### config.mk
export PLATFORM = sky130hd
export DESIGN_NAME = banked_dpram
export DESIGN_NICKNAME = d
export VERILOG_FILES = /design/src/rtl/banked_dpram_pkg.sv /design/src/rtl/bdp_rst_sync.sv /design/src/rtl/bdp_wr_stage.sv /design/src/rtl/bdp_bank.sv /design/src/rtl/banked_dpram.sv
export SDC_FILE = /design/constraint.sdc
export NUM_CORES = 1
export LEC_CHECK = 0
export ABC_CLOCK_PERIOD_IN_PS = 70900
export BUFFER_PORTS_ARGS = -buffer_cell sky130_fd_sc_hd__buf_2
export CAP_MARGIN = 10
export CORE_MARGIN = 2
export CORE_UTILIZATION = 35
export CTS_CLUSTER_DIAMETER = 200
export DETAILED_ROUTE_END_ITERATION = 8
export GPL_TIMING_DRIVEN = 0
export HOLD_SLACK_MARGIN = 0.08
export PLACE_DENSITY = 0.57
export SLEW_MARGIN = 30
export SYNTH_ARGS = -nofsm -noshare
export SYNTH_HDL_FRONTEND = slang
export SYNTH_SLANG_ARGS = --single-unit
### constraint.sdc
create_clock -name clk -period 70.9 [get_ports clk]
set_input_delay 3.545 -clock clk [delete_from_list [all_inputs] [get_ports clk]]
set_output_delay 3.545 -clock clk [all_outputs]
set_load 0.02 [all_outputs]
### src/rtl/banked_dpram_pkg.sv
`timescale 1ns/1ps
package banked_dpram_pkg;

  // Initial content of a word: linear fill, truncated by the caller.
  function automatic logic [31:0] init_word(input int unsigned idx,
                                            input logic [31:0] base,
                                            input logic [31:0] step);
    return base + idx * step;
  endfunction

endpackage

### src/rtl/bdp_rst_sync.sv
`timescale 1ns/1ps
module bdp_rst_sync (
  input  logic clk,
  input  logic rst_n_i,
  output logic rst_n_o
);
  logic [1:0] sync_q;
  logic [1:0] sync_d;

  always_comb begin
    sync_d = {sync_q[0], 1'b1};
  end

  always_ff @(posedge clk or negedge rst_n_i) begin
    if (!rst_n_i) sync_q <= 2'b00;
    else          sync_q <= sync_d;
  end

  assign rst_n_o = sync_q[1];
endmodule

### src/rtl/bdp_wr_stage.sv
`timescale 1ns/1ps
module bdp_wr_stage #(
  parameter int unsigned ADDR_W = 7,
  parameter int unsigned DATA_W = 8
) (
  input  logic              clk,
  input  logic              rst_n,
  input  logic              we_i,
  input  logic [ADDR_W-1:0] wa_i,
  input  logic [DATA_W-1:0] wd_i,
  output logic              we_q,
  output logic [ADDR_W-1:0] wa_q,
  output logic [DATA_W-1:0] wd_q
);
  logic              we_d;
  logic [ADDR_W-1:0] wa_d;
  logic [DATA_W-1:0] wd_d;

  // Address and data only load when a write is requested.
  always_comb begin
    we_d = we_i;
    wa_d = wa_q;
    wd_d = wd_q;
    if (we_i) begin
      wa_d = wa_i;
      wd_d = wd_i;
    end
  end

  always_ff @(posedge clk or negedge rst_n) begin
    if (!rst_n) begin
      we_q <= 1'b0;
      wa_q <= '0;
      wd_q <= '0;
    end else begin
      we_q <= we_d;
      wa_q <= wa_d;
      wd_q <= wd_d;
    end
  end


  no_spurious_wr_chk: assert property (@(posedge clk) disable iff (!rst_n)
    !we_i |=> !we_q);
endmodule

### src/rtl/bdp_bank.sv
`timescale 1ns/1ps
module bdp_bank #(
  parameter int unsigned AW        = 5,
  parameter int unsigned NW        = 4,
  parameter int unsigned ROW       = 0,
  parameter int unsigned COL       = 0,
  parameter logic [31:0] INIT_BASE = 32'h0,
  parameter logic [31:0] INIT_STEP = 32'h0
) (
  input  logic          clk,
  input  logic          rst_n,
  input  logic          we_i,
  input  logic [AW-1:0] wa_i,
  input  logic [NW-1:0] wd_i,
  input  logic [AW-1:0] ra_i,
  output logic [NW-1:0] rd_o
);
  localparam int unsigned DEPTH = 1 << AW;

  logic [DEPTH-1:0][NW-1:0] mem_q;
  logic [DEPTH-1:0][NW-1:0] mem_d;

  function automatic logic [NW-1:0] init_nib(input int unsigned idx);
    logic [31:0] w;
    w = banked_dpram_pkg::init_word(ROW * DEPTH + idx, INIT_BASE, INIT_STEP);
    return w[COL*NW +: NW];
  endfunction

  always_comb begin
    mem_d = mem_q;
    if (we_i) mem_d[wa_i] = wd_i;
  end

  // Commit on the falling edge, half a cycle after capture.
  always_ff @(negedge clk or negedge rst_n) begin
    if (!rst_n) begin
      for (int unsigned i = 0; i < DEPTH; i++) mem_q[AW'(i)] <= init_nib(i);
    end else begin
      mem_q <= mem_d;
    end
  end

  // Asynchronous read.
  assign rd_o = mem_q[ra_i];


  bank_hold_chk: assert property (@(negedge clk) disable iff (!rst_n)
    !we_i |=> $stable(mem_q));
endmodule

### src/rtl/banked_dpram.sv
`timescale 1ns/1ps
module banked_dpram #(
  parameter int unsigned ADDR_W    = 7,
  parameter int unsigned DATA_W    = 8,
  parameter int unsigned BANK_AW   = 5,
  parameter int unsigned NIB_W     = 4,
  parameter logic [31:0] INIT_BASE = 32'h0,
  parameter logic [31:0] INIT_STEP = 32'h0
) (
  input  logic              clk,
  input  logic              rst_n,
  input  logic              wr_en,
  input  logic [ADDR_W-1:0] wr_addr,
  input  logic [DATA_W-1:0] wr_data,
  input  logic              rd_en,
  input  logic [ADDR_W-1:0] rd_addr,
  output logic [DATA_W-1:0] rd_data,
  output logic              rd_valid
);
  localparam int unsigned ROW_AW = ADDR_W - BANK_AW;
  localparam int unsigned ROWS   = 1 << ROW_AW;
  localparam int unsigned COLS   = DATA_W / NIB_W;

  logic              rst_n_s;
  logic              we_q;
  logic [ADDR_W-1:0] wa_q;
  logic [DATA_W-1:0] wd_q;
  logic [ROWS-1:0]   row_we;
  logic [ROWS-1:0][DATA_W-1:0] row_rd;
  logic [DATA_W-1:0] sel_word;

  bdp_rst_sync u_rst (
    .clk     (clk),
    .rst_n_i (rst_n),
    .rst_n_o (rst_n_s)
  );

  bdp_wr_stage #(.ADDR_W(ADDR_W), .DATA_W(DATA_W)) u_wr (
    .clk   (clk),
    .rst_n (rst_n_s),
    .we_i  (wr_en),
    .wa_i  (wr_addr),
    .wd_i  (wr_data),
    .we_q  (we_q),
    .wa_q  (wa_q),
    .wd_q  (wd_q)
  );

  // Row write enables from the captured address MSBs.
  always_comb begin
    row_we = '0;
    if (we_q) row_we[wa_q[ADDR_W-1 -: ROW_AW]] = 1'b1;
  end

  for (genvar r = 0; r < ROWS; r++) begin : g_row
    for (genvar c = 0; c < COLS; c++) begin : g_col
      bdp_bank #(
        .AW        (BANK_AW),
        .NW        (NIB_W),
        .ROW       (r),
        .COL       (c),
        .INIT_BASE (INIT_BASE),
        .INIT_STEP (INIT_STEP)
      ) u_bank (
        .clk   (clk),
        .rst_n (rst_n_s),
        .we_i  (row_we[r]),
        .wa_i  (wa_q[BANK_AW-1:0]),
        .wd_i  (wd_q[c*NIB_W +: NIB_W]),
        .ra_i  (rd_addr[BANK_AW-1:0]),
        .rd_o  (row_rd[r][c*NIB_W +: NIB_W])
      );
    end
  end

  // Row select on the read address MSBs, then bus release.
  always_comb begin
    sel_word = row_rd[rd_addr[ADDR_W-1 -: ROW_AW]];
    rd_data  = rd_en ? sel_word : '0;
    rd_valid = rd_en;
  end


  one_row_wr_chk: assert property (@(posedge clk) disable iff (!rst_n_s)
    $onehot0(row_we));


  rd_release_chk: assert property (@(posedge clk) disable iff (!rst_n_s)
    !rd_en |-> (rd_data == '0) && !rd_valid);


  rd_drive_chk: assert property (@(posedge clk) disable iff (!rst_n_s)
    rd_en |-> rd_valid);
endmodule

# == Yosys cells after proc, flatten, opt, wreduce, memory -nomap -nowiden ==
# Index checks and enable logic that the tools add are counted.
# word_totals
ff_bits,1042
latch_bits,0
ram_bits,0
rom_bits,0
input_bits,26
output_inout_bits,9
word_cells,300
n_memories,0
# op_classes
n_addsub,0
multipliers,0
div,0
n_lt_le_gt_ge,6
eq_ne,0
shifts,0
n_mux,32
bitwise,0
reduce_logical,2
# op_table
operator,count
bitwise mux 128 bit,8
binary-select mux 4 bit (select 5 bit),8
2-to-1 mux 4 bit,10
demux 4 bit (select 5 bit),1
binary-select mux 8 bit (select 2 bit),1
2-to-1 mux 8 bit,2
"less-than comparator 5 x 6 -> 1 bit, second input constant",2
"less-than comparator 2 x 3 -> 1 bit, second input constant",2
"greater-or-equal comparator 5 x 1 -> 1 bit, second input constant",1
demux 1 bit (select 2 bit),1
"greater-or-equal comparator 2 x 1 -> 1 bit, second input constant",1
logical AND 1 bit,2
2-to-1 mux 1 bit,1

# == Logic depth before layout (Yosys ltp) ==
# depth
word_depth,5
ltp_mapped,11
ltp_nobuf,6

# == By module ==
# From an unflattened synthesis, not the netlist that was laid out.
# unflattened
hier_cells,3023
hier_area_um2,48410.2
# modules_own_cells
mod,instances,cells_per_inst,area_per_inst_um2,seq_area_each_um2
bdp_bank,8,369,5928.2,3203.1
bdp_wr_stage,1,33,638.1,400.4
banked_dpram,1,35,292.8,0.0
bdp_rst_sync,1,3,53.8,50.0

==> reports/qor.yml <==
synth-xor-area-share: 0
worst_slew_pin_slew_ns: 1.13
start_kind: "register"
grt.total_usage: 0.233
grt_max_degree: 49
muxShareOfSynthArea: 0.372
cts_sinks: 1042
synth.distinct_cells: 53
postPlaceCellArea_um2: 51100
crit_path_max_incr_delay_ns: 0.74
endpoint: "rd_data[0]"
rows: 135
vdd_drop_max_v: 0.0000219
clk_pin_slew_ns: 0.05
power.total_mw: 1.59
drive_above_1_share: 0.470
crit_slowest_cell: "nor3_2"
setup_viol: 0
cts_tree: "done"
grt-ovfl-total: 0
ys_seq_elements: 1042
r2r_end: "g_row[1].g_col[0].u_bank.mem_q[38]"
multi_input_area_um2: 20800
die_y_um: 374
grt_first_pass_wirelength_um: 233000
synth_area_leader_cell: "dfrtn_1"
rsz0062_at_grt: "false"
final_cell_mix: "mux2_2 (1058), dfrtn_1 (1024), clkbuf_1 (185), mux4_2 (182), mux2i_1 (173)"
maxSlewViolCount: 0
clockBufferDepth: 3
synth-main-ff-cell: "dfrtn_1"
numCtsBuffers: 113
worstPathRequired_ns: 67.36
area_delta_synth_final_pct: 15.1
r2r_cells: 5
worstSkewPairLatency_ns: 0.71
r2r_slack_ns: 32.17
holdBufCountCts: 0
grt_pass1_vias: 30395
finalCoreUtilization: 0.406
p_per_area_nw_per_um2: 28.9
relSlewSlack: 0.249
synthCells: 3215
core_um2: 135000
ys_seq_area_frac: 0.546
synth_top_area_frac: 0.536
place.gp.congestion: 0.966
cts_root_buf: "clkbuf_16"
hold_class: "register to register"
final.setup_skew_ns: 0.0689
mostFrequentLayoutCell: "mux2_2"
status: "completed"
syn-cell-area_um2: 47800
synth_top_family_by_area: "multiplexers"
worst-path-stages: 7
vias: 30135
worst_path_dominant_cell_family: "simple AND/OR/NAND/NOR gates"
worstPathArrival_ns: 38.96
io_pins: 35
synthSimpleGateAreaFrac: 0.0348
wirelength_um: 163000
io_buffers: 32
r2r_start: "u_wr.wa_q[2]"
critPathKind: "register to primary output"
die-area_um2: 140000
worstSetupEndpointType: "primary output"
cts_setup_buffers: 0
synth_enable_flop_cells: 0
nNetsFinal: 3419
fin_hold_ws_ns: 0.354
maxCapViolations: 0
drt_iter0_markers: 2647
yosys-top-cells-area: "dfrtn_1 (54%), mux2_2 (25%), mux4_2 (8.6%)"
start_util: 0.353
firstDrtPassIters: 5
timing.final.ws_setup_ns: 28.39
leakage_nw: 25.7
synth-async-reset-ratio: 1.00
layout.area.seq_um2: 26100
stdcell_area_um2: 55000
die_x_um: 374
synthAdderAreaFrac: 0
hpwl_um: 118000
dp_slack_ns: 28.97
crit_chain: "mux4_2 -> and3_1 -> a31oi_1 -> nand4_1 -> nor3_2 -> o221ai_1 -> buf_2"
grt_antenna_before_repair: 9
yosysWarnings: 0
ctsResizeCount: 0
wl_per_cell_um: 30.9
vias_per_cell: 5.72
syn-num-nets: 3241
antenna_left: 0
drc: 0
synth_compound_area_frac: 0.0246
fillCellCount: 12655
path_buf_inv: 1
cts_max_level: 3
hold_viol: 0
cp_max_fo: 2
synth.avg_cell_area_um2: 14.9
cp-startpoint: "g_row[3].g_col[0].u_bank.mem_q[28]"
-- routing by layer --
layer	global-route usage	wire (um)	up-vias
li1	-	-	12318
met1	0.330	72500	16425
met2	0.347	71900	1075
met3	0.0429	10400	317
met4	0.104	8300	0
met5	0	0	-
-- metrics by stage --
| step | std cells | TNS, ns |
|---|---|---|
| after global routing | 5270 | 0 |
| after global placement | 5028 | -8284.16 |
| final | 5272 | 0 |
| after CTS | 5270 | 0 |
| after floorplan | 3215 | 0 |
| after detailed placement | 5059 | 0 |
-- registers in the layout, indices dropped and copies added (netlist names) --
register and flops:
g_row.g_col.u_bank.mem_q 1024, u_rst.sync_q 2, u_wr.wa_q 7, u_wr.wd_q 8, u_wr.we_q 1
-- cell families (layout without fill, tap and decap cells) --
group,count (synthesis),in the layout
muxes,1414,1414
and+or+nand+nor,347,347
AOI/OAI and AO/OA,160,160
other,1,3
buffers and inverters,251,525
DFF,1042,1042
-- Yosys cell counts (all sizes together), types with 2 or more instances --
cell and n:
or3 5, and3b 4, nor2b 13, a221oi 11, or3b 2, o2111ai 6
a22o 3, and2 5, nand2 97, o21ai 10, mux2 1058, nor3b 3
dfrtn 1024, nor2 108, buf 79, a211oi 6, nor3 19, nand3b 3
nand3 43, nand4 14, mux4 183, o221ai 9, a21oi 18, a22oi 64
nand4bb 2, or2 3, clkbuf 171, and3 16, o211ai 3, o22a 10
mux2i 173, dfrtp 18, nand2b 6, a31oi 12, o41a 2, o22ai 2
-- report_power, final --
group          internal [mW]  total, mW  switching [mW]
registers              0.689      0.732          0.0427
clock network          0.368      0.621           0.252
logic                  0.114      0.235           0.121
-- cell type report --
type                    count  area share
diodes                      2   0.0000910
repair buffers             63      0.0163
plain buffers             250      0.0204
flip-flops and latches   1042       0.474
multi-input cells        1922       0.378
well taps                1781      0.0405
clock buffers             178      0.0634
inverters                   1   0.0000683
clock inverters            33     0.00737
-- worst min path at each step --
| stage | depth (start not counted) | slack, ns | to | start |
|---|---|---|---|---|
| 2_1_floorplan | 0 | 0.33 | u_rst.sync_q[1] | u_rst.sync_q[0] |
| 3_3_place_gp | 0 | 0.34 | u_rst.sync_q[1] | u_rst.sync_q[0] |
| 3_5_place_dp | 0 | 0.34 | u_rst.sync_q[1] | u_rst.sync_q[0] |
| 6_report | 0 | 0.35 | u_rst.sync_q[1] | u_rst.sync_q[0] |
| 4_1_cts | 0 | 0.36 | u_rst.sync_q[1] | u_rst.sync_q[0] |
| 5_1_grt | 0 | 0.37 | u_rst.sync_q[1] | u_rst.sync_q[0] |
Note: power is estimated with default switching activity, not from simulation.
